[src/rtl/sle_pkg.sv]
package sle_pkg;
    // Default geometry of the encoder: word width and scrambler tap distances.
    localparam int unsigned SLE_WORD_W   = 20;
    localparam int unsigned SLE_TAP_NEAR = 4;
    localparam int unsigned SLE_TAP_FAR  = 9;
endpackage

[src/rtl/sle_scramble_chain.sv]
module sle_scramble_chain #(
    parameter int unsigned WORD_W   = sle_pkg::SLE_WORD_W,
    parameter int unsigned TAP_NEAR = sle_pkg::SLE_TAP_NEAR,
    parameter int unsigned TAP_FAR  = sle_pkg::SLE_TAP_FAR
) (
    input  logic [WORD_W-1:0]  plain_i,
    input  logic [TAP_FAR-1:0] hist_i,   // bit 0 earliest, top bit latest
    output logic [WORD_W-1:0]  scr_o,
    output logic [TAP_FAR-1:0] hist_o
);
    localparam int unsigned EXT_W = WORD_W + TAP_FAR;

    // Unrolled feedback: each new scrambled bit sees the ones formed before it.
    always_comb begin : chain
        logic [EXT_W-1:0] ext_v;
        ext_v = '0;
        ext_v[TAP_FAR-1:0] = hist_i;
        for (int i = 0; i < int'(WORD_W); i++) begin
            ext_v[i+TAP_FAR] = plain_i[i]
                             ^ ext_v[i+TAP_FAR-TAP_NEAR]
                             ^ ext_v[i];
        end
        scr_o  = ext_v[EXT_W-1:TAP_FAR];
        hist_o = ext_v[EXT_W-1 -: TAP_FAR];
    end
endmodule

[src/rtl/sle_nrzi_chain.sv]
module sle_nrzi_chain #(
    parameter int unsigned WORD_W = sle_pkg::SLE_WORD_W
) (
    input  logic [WORD_W-1:0] scr_i,
    input  logic              prev_i,   // last line bit of the previous word
    output logic [WORD_W-1:0] line_o
);
    // Running parity: every line bit toggles when its scrambled bit is one.
    always_comb begin : chain
        logic run_v;
        run_v  = prev_i;
        line_o = '0;
        for (int i = 0; i < int'(WORD_W); i++) begin
            run_v     = run_v ^ scr_i[i];
            line_o[i] = run_v;
        end
    end
endmodule

[src/rtl/serial_link_encoder.sv]
module serial_link_encoder #(
    parameter int unsigned WORD_W   = sle_pkg::SLE_WORD_W,
    parameter int unsigned TAP_NEAR = sle_pkg::SLE_TAP_NEAR,
    parameter int unsigned TAP_FAR  = sle_pkg::SLE_TAP_FAR
) (
    input  logic              clk,
    input  logic              rst,
    input  logic              ce,
    input  logic [WORD_W-1:0] din,
    output logic [WORD_W-1:0] dout
);
    typedef struct packed {
        logic [TAP_FAR-1:0] hist;   // last scrambled bits, bit 0 earliest
        logic [WORD_W-1:0]  line;   // registered encoded word
    } enc_state_t;

    enc_state_t         st_d, st_q;
    logic [WORD_W-1:0]  scr_word_d;
    logic [TAP_FAR-1:0] hist_next_d;
    logic [WORD_W-1:0]  line_next_d;

    sle_scramble_chain #(
        .WORD_W  (WORD_W),
        .TAP_NEAR(TAP_NEAR),
        .TAP_FAR (TAP_FAR)
    ) scr_i (
        .plain_i(din),
        .hist_i (st_q.hist),
        .scr_o  (scr_word_d),
        .hist_o (hist_next_d)
    );

    sle_nrzi_chain #(
        .WORD_W(WORD_W)
    ) nrzi_i (
        .scr_i (scr_word_d),
        .prev_i(st_q.line[WORD_W-1]),
        .line_o(line_next_d)
    );

    always_comb begin
        st_d = st_q;
        if (ce) begin
            st_d.hist = hist_next_d;
            st_d.line = line_next_d;
        end
    end

    always_ff @(posedge clk or posedge rst) begin
        if (rst) st_q <= '0;
        else     st_q <= st_d;
    end

    assign dout = st_q.line;

    // Disabled edge leaves everything untouched.
    p_hold_r2: assert property (@(posedge clk) disable iff (rst)
        !ce |=> ($stable(dout) && $stable(st_q.hist)));

    // Undoing the line coding of the new word yields the scrambled word taken.
    p_nrzi_inverse_r4: assert property (@(posedge clk) disable iff (rst)
        ce |=> ((dout ^ {dout[WORD_W-2:0], $past(dout[WORD_W-1])})
                == $past(scr_word_d)));

    // Idle cleared state stays idle.
    p_zero_fixed_r6: assert property (@(posedge clk) disable iff (rst)
        (ce && din == '0 && st_q.hist == '0 && dout[WORD_W-1] == 1'b0)
        |=> (dout == '0));

    generate
        if (WORD_W >= TAP_FAR) begin : g_hist_chk
            // History follows the latest scrambled bits of each enabled word.
            p_hist_track_r3: assert property (@(posedge clk) disable iff (rst)
                ce |=> (st_q.hist == $past(scr_word_d[WORD_W-1 -: TAP_FAR])));
        end
    endgenerate
endmodule

[config.mk]
export PLATFORM = sky130hd
export DESIGN_NAME = serial_link_encoder
export DESIGN_NICKNAME = d
export VERILOG_FILES = /design/src/rtl/sle_pkg.sv /design/src/rtl/sle_scramble_chain.sv /design/src/rtl/sle_nrzi_chain.sv /design/src/rtl/serial_link_encoder.sv
export SDC_FILE = /design/constraint.sdc
export NUM_CORES = 1
export LEC_CHECK = 0
export CAP_MARGIN = 20
export CORE_MARGIN = 5
export CORE_UTILIZATION = 50
export DETAILED_ROUTE_END_ITERATION = 8
export PLACE_DENSITY_LB_ADDON = 0.15
export REMOVE_ABC_BUFFERS = 1
export SKIP_CTS_REPAIR_TIMING = 1
export SYNTH_ARGS = -nofsm -noshare
export SYNTH_HDL_FRONTEND = slang
export SYNTH_SLANG_ARGS = --single-unit
[constraint.sdc]
create_clock -name clk -period 4.35 [get_ports clk]
set_input_delay 0.87 -clock clk [delete_from_list [all_inputs] [get_ports clk]]
set_output_delay 0.87 -clock clk [all_outputs]
set_load 0.01 [all_outputs]
**After elaboration in Yosys (flattened, before gate mapping)**

Index checks and enable logic that the tools add are counted.
W data, S select, Z words.

- Bitwise gates (word level): 60

Operators with widths:

| cell | count |
|---|---|
| $xor A1 B1 Y1 | 60 |

- Register bits: 29
- Input bits: 23
- Output and inout port bits: 20

**Logic depth before layout (Yosys ltp)**

Gate-level depths: netlist of run 1.

- Word-level depth: 22
- Mapped depth: 7

**Hierarchy**

From an unflattened synthesis of run 1, not the netlist that was laid out.

- Cells, all modules: 179
- Area total of the unflattened synthesis: 2366.0 µm²

By module, submodules not included:

| module | cells each | area an instance (µm²) | sequential area each (µm²) | instances |
|---|---|---|---|---|
| serial_link_encoder | 82 | 1271.2 | 725.7 | 1 |
| sle_scramble_chain | 56 | 599.3 | 0.0 | 1 |
| sle_nrzi_chain | 41 | 495.5 | 0.0 | 1 |

**Worst setup path before layout of run 1**

OpenSTA, ideal clock, no wires.

- Kind: input-to-reg
- Start: input port din[2]
- End: register st_q, in the netlist dout[19]
- Cell stages on the path: 6
- Path slack: 1.349 ns
- Setup time: 0.125 ns
- Data arrival time: 2.876 ns
- Cell sequence: xor3_2 > xnor3_1 > xnor3_2 > xnor2_4 > xor3_1 > mux2_2

- Word-level cells in the longest chain between the ends: 20
- Elaborated cells on any way between the ends: 33
- Those cells by class: bitwise (33)

Ends and longest elaborated chain:

| item | RTL line | source |
|---|---|---|
| from (decl) | serial_link_encoder.sv:9 | `input logic [WORD_W-1:0] din,` |
| $xor A1 B1 Y1 (*) | sle_scramble_chain.sv:20 | `^ ext_v[i+TAP_FAR-TAP_NEAR]` |
| $xor A1 B1 Y1 (*) | sle_scramble_chain.sv:21 | `^ ext_v[i];` |
| $xor A1 B1 Y1 (17 in a row) | sle_nrzi_chain.sv:14 | `run_v = run_v ^ scr_i[i];` |
| $xor A1 B1 Y1 (*) | sle_nrzi_chain.sv:14 |  |
| to (signal assigned) | serial_link_encoder.sv:51 | `else st_q <= st_d;` |
| to (decl) | serial_link_encoder.sv:17 | `enc_state_t st_d, st_q;` |

Mark *: on every way between the ends. The rest lies on a longest branch, timed or not.
A chain may end at the register's enable or synchronous reset.

**Worst setup path in the final report of run 1**

- Start: input port din[5]
- End: register st_q, in the netlist dout[19]

- Word-level cells in the longest chain between the ends: 17
- Elaborated cells on any way between the ends: 26
- Those cells by class: bitwise (26)

Ends and longest elaborated chain:

| item | RTL line |
|---|---|
| $xor A1 B1 Y1 (*) | sle_scramble_chain.sv:20 |
| $xor A1 B1 Y1 (*) | sle_scramble_chain.sv:21 |
| $xor A1 B1 Y1 (13 in a row) | sle_nrzi_chain.sv:14 |
| $xor A1 B1 Y1 (*) (2 in a row) | sle_nrzi_chain.sv:14 |

Marked as above.

==> results of run 1 <==
==> kinds of logic after synthesis <==
family,share of synthesized area (%)
DFF,33.6
buffers and inverters,1.80
xor gates and xnor gates,50.4
muxes,10.5
and+or+nand+nor,1.57
AOI/OAI and AO/OA,2.09
==> routing by layer <==
layer | share of wire [%] | track usage, % | up-vias | wire (µm)
li1 | - | - | 599 | -
met1 | 43 | 21.1 | 616 | 1820
met2 | 50 | 28.6 | 31 | 2120
met3 | 5.8 | 4.35 | 8 | 245
met4 | 1.6 | 6.99 | 0 | 68
met5 | 0 | 0 | - | 0
==> Yosys cell counts, types with 2 or more instances <==
cell,count
xnor2_1,35
dfrtp_1,29
nor2_1,9
xnor3_1,13
xor2_1,13
mux2_2,17
xnor2_4,2
mux2i_1,2
inv_1,3
clkbuf_1,4
a21oi_1,9
xnor2_2,3
xnor3_2,3
xor3_1,5
==> through the flow <==
stage	setup slack (ns)	hold slack [ns]	instance area, µm²
after global routing	0.834	0.525	2730
after detailed placement	0.659	0.495	2650
after floorplan	1.35	0.482	2130
after global placement	0.692	0.489	2620
after CTS	0.961	0.510	2730
final	0.959	0.503	2730
==> sequential cells by signal, indices dropped and copies added, names as in the netlist <==
| name | cells |
|---|---|
| dout | 20 |
| st_q | 9 |
==> path summary, 6_finish.rpt <==
kind                                      start              endpoint
min in group asynchronous                   rst   dout[5]$_DFFE_PP0P_
max in group asynchronous                   rst  dout[12]$_DFFE_PP0P_
max                                      din[5]  dout[19]$_DFFE_PP0P_
min reg2reg                dout[17]$_DFFE_PP0P_  dout[17]$_DFFE_PP0P_
min                        dout[17]$_DFFE_PP0P_  dout[17]$_DFFE_PP0P_
max reg2reg                st_q[28]$_DFFE_PP0P_  dout[19]$_DFFE_PP0P_
==> area by class of cell <==
type                       count  area, µm²  share of cell area, %
tap                           50       62.6                   2.29
inverter                       3       11.3                  0.412
clock buffer                   6       72.6                   2.66
sequential                    29        726                   26.6
multi-input combinational    115       1390                   51.0
clock inverter                 2       10.0                  0.367
timing repair buffer          44        455                   16.7
==> worst max-delay path: stages <==
cell,delay (ns)
clkdlybuf4s50_1,0.47
xnor2_2,0.29
xnor3_1,0.43
xnor3_2,0.48
xnor2_4,0.31
xor3_1,0.45
mux2_2,0.26
==> flow_summary.yaml, run 1 <==
outcome:
  run_status: "complete, no violations"
die:
  start_util_pct: 52.8
  core_area_mm2: 0.00409
  boundaryPins: 43
  rows: 23
  die_h_um: 75.7
  die_area_mm2: 0.00573
  die_x_um: 75.7
yosys:
  yosys_warnings: 0
  yosysTopAreaCell: "dfrtp_1"
  synthCells: 153
  ys_top_cells_by_area: "dfrtp_1 (34%), xnor2_1 (14%), xnor3_1 (14%)"
  synth_async_sr_flop_share_pct: 100
  synth-edff-count: 0
  ys_ff_latch: 29
  synth-main-ff-cell: "dfrtp_1"
  synth_cell_types: 20
  netlist_area_mm2: 0.00216
  synth_top_area_share_pct: 33.6
  synth_seq_area_share_pct: 33.6
  avgSynthCellArea_um2: 14.1
setup_path:
  critical_path.startpoint_type: "input pin"
  crit_type: "input pin to flip-flop"
  end_kind: "flip-flop"
  arrival_ns: 3.56
  reg2reg_slack_ns: 1.52
  r2r_cells: 6
  path_max_fanout: 5
  required_ns: 4.52
route:
  drt_first_iter_violations: 33
  wl_per_cell_um: 17.1
  dr.pass1.iters: 2
  drcViolationCount: 0
  vias: 1254
  wirelength_mm: 4.25
  via_per_inst: 5.04
  drtAntennaViolNets: 0
timing:
  fin_crit_ns: 3.39
  maxSlewViolCount: 0
  rsz0062_at_grt: "false"
  finalHoldViolCount: 0
  max_freq_ghz: 0.295
  tns_ns: 0
  fin_skew_ns: 0.00674
  setup_viol: 0
  relSlewSlack_pct: 57.0
  fin_crit_sh_pct: 78.0
  worstMarginPinSlew_ns: 0.640
layout:
  drive_gt1_share_pct: 19.1
  syn_to_final_growth_pct: 26.6
  diodes: 0
  fin_cells: 249
  final_cell_mix: "clkdlybuf4s50_1 (42), xnor2_1 (35), dfrtp_1 (29)"
  final_common_cell: "clkdlybuf4s50_1"
  nets: 221
  fillers: 301
  utilization_pct: 66.8
clock_network:
  numCtsBuffers: 5
  cts_sinks: 29
  cts_tree: "built"
  htree_levels: 2
  clk-insertion-delay-late_ns: 0.28
  clock-root-buffer: "clkbuf_8"
  path_clk_slew_ns: 0.06
  cts.path.max_buffers: 2
placed_design:
  io_buffers: 42
  dp_cells: 241
  place_hpwl_mm: 3.34
  gp_congestion: 0.793
grt:
  grt_usage_pct: 17.1
  antenna_found_initial: 0
  grt_pass1_vias: 1404
  grt_max_degree: 39
  grt_pass1_wl_mm: 7.00
  grt_remaining_overflow: 0
hold_path:
  hold_path_class: "flip-flop to flip-flop"
  hold_path_depth: 1
job:
  maxCapViolations: 0
Power of run 1 is not shown: default switching activity piles up to over one toggle a cycle in this logic, so the estimate is an artifact.
==> run 2, diff against run 1 <==
CORE_UTILIZATION = 47   (was 50)
clock period = 3 ns   (was 4.35 ns; I/O delays follow)
==> flow_summary.yaml, run 2 (synthesized netlist as in run 1, its figures left out) <==
route:
  drcViolationCount: 0
  vias: 1338
  wirelength_mm: 4.62
  dr.pass1.iters: 3
  wl_per_cell_um: 16.4
  via_per_inst: 4.74
  drtAntennaViolNets: 0
  drt_first_iter_violations: 9
setup_path:
  crit_type: "input pin to flip-flop"
  end_kind: "flip-flop"
  required_ns: 3.17
  critical_path.startpoint_type: "input pin"
  path_max_fanout: 5
  arrival_ns: 3.13
  timing.rr.start: "st_q[22]$_DFFE_PP0P_"
  r2r_cells: 6
  crit_start: "din[2]"
layout:
  nets: 252
  syn_to_final_growth_pct: 38.5
  diodes: 0
  fin_cells: 282
  drive_gt1_share_pct: 30.9
  fillers: 347
  largest_reg_flops: 20
  final_cell_mix: "clkdlybuf4s50_1 (42), xnor2_1 (34), buf_4 (33)"
  final_common_cell: "clkdlybuf4s50_1"
timing:
  relSlewSlack_pct: 69.0
  fin_crit_ns: 2.97
  finalHoldViolCount: 0
  fin_crit_sh_pct: 98.8
  max_freq_ghz: 0.337
  maxSlewViolCount: 0
  fin_skew_ns: 0.00828
  rsz0062_at_grt: "false"
  setup_viol: 0
  worstMarginPinSlew_ns: 0.461
grt:
  grt_usage_pct: 16.9
  antenna_found_initial: 0
  grt_max_degree: 39
  grt_pass1_vias: 1577
  grt_pass1_wl_mm: 7.93
  grt_remaining_overflow: 0
clock_network:
  htree_levels: 2
  cts_sinks: 29
  cts.path.max_buffers: 2
  clk-insertion-delay-late_ns: 0.28
  clock-root-buffer: "clkbuf_8"
  numCtsBuffers: 5
  cts_tree: "built"
  path_clk_slew_ns: 0.06
die:
  start_util_pct: 48.9
  die_area_mm2: 0.00604
  die_x_um: 77.7
  die_h_um: 77.7
  boundaryPins: 43
  core_area_mm2: 0.00441
  rows: 24
placed_design:
  io_buffers: 42
  place_hpwl_mm: 3.66
  dp_cells: 273
  gp_congestion: 0.796
job:
  maxCapViolations: 0
outcome:
  run_status: "complete, no violations"
hold_path:
  min_from: "dout[9]$_DFFE_PP0P_"
  hold_path_depth: 1
  hold_path_class: "flip-flop to flip-flop"
run 2: path summary, 6_finish.rpt:
kind | slack, ns | to
hold / removal | 0.51 | dout[9]$_DFFE_PP0P_
min in group asynchronous | 0.69 | st_q[20]$_DFFE_PP0P_
max in group asynchronous | 2.02 | dout[12]$_DFFE_PP0P_
hold reg to reg | 0.51 | dout[9]$_DFFE_PP0P_
setup reg to reg | 0.36 | dout[19]$_DFFE_PP0P_
setup / recovery | 0.03 | dout[19]$_DFFE_PP0P_
run 2: critical path, stage by stage:
cell and delay, ns:
clkdlybuf4s50_1 0.50, xor3_2 0.36, xnor3_2 0.42, xnor3_2 0.29
xnor2_4 0.24, xor3_1 0.45, mux2_2 0.27
run 2: metrics by stage:
| step | cell area [µm²] | util [%] | hold WS [ns] | setup TNS (ns) | worst slack [ns] |
|---|---|---|---|---|---|
| 6_report | 2990 | 67.7 | 0.509 | 0 | 0.0347 |
| 5_1_grt | 2990 | 67.7 | 0.526 | 0 | 0.00467 |
| 4_1_cts | 2970 | 67.3 | 0.510 | 0 | 0.0146 |
| 3_5_place_dp | 2860 | 64.7 | 0.499 | -1.08 | -0.293 |
| 3_3_place_gp | 2860 | 64.7 | 0.489 | -0.596 | -0.227 |
| 2_1_floorplan | 2130 | - | 0.482 | 0 | 0.269 |
run 2: layout make-up:
type / count / area [µm²] / area share [%]
multi-input cells: 115 / 1400 / 46.9
flip-flops and latches: 29 / 726 / 24.3
clock inverters: 1 / 30.0 / 1.01
inverters: 3 / 11.3 / 0.377
clock buffers: 7 / 86.3 / 2.89
repair buffers: 75 / 668 / 22.4
well taps: 52 / 65.1 / 2.18
run 2: per-layer routing:
layer	global-route usage, %	wire [µm]	vias up	part of all wire [%]
met5	0	0	-	0
met4	5.67	51	0	1.1
met3	4.40	212	5	4.6
met2	28.9	2430	29	53
met1	20.6	1930	645	42
li1	-	-	659	-
Power of run 2 is left out for the same reason.
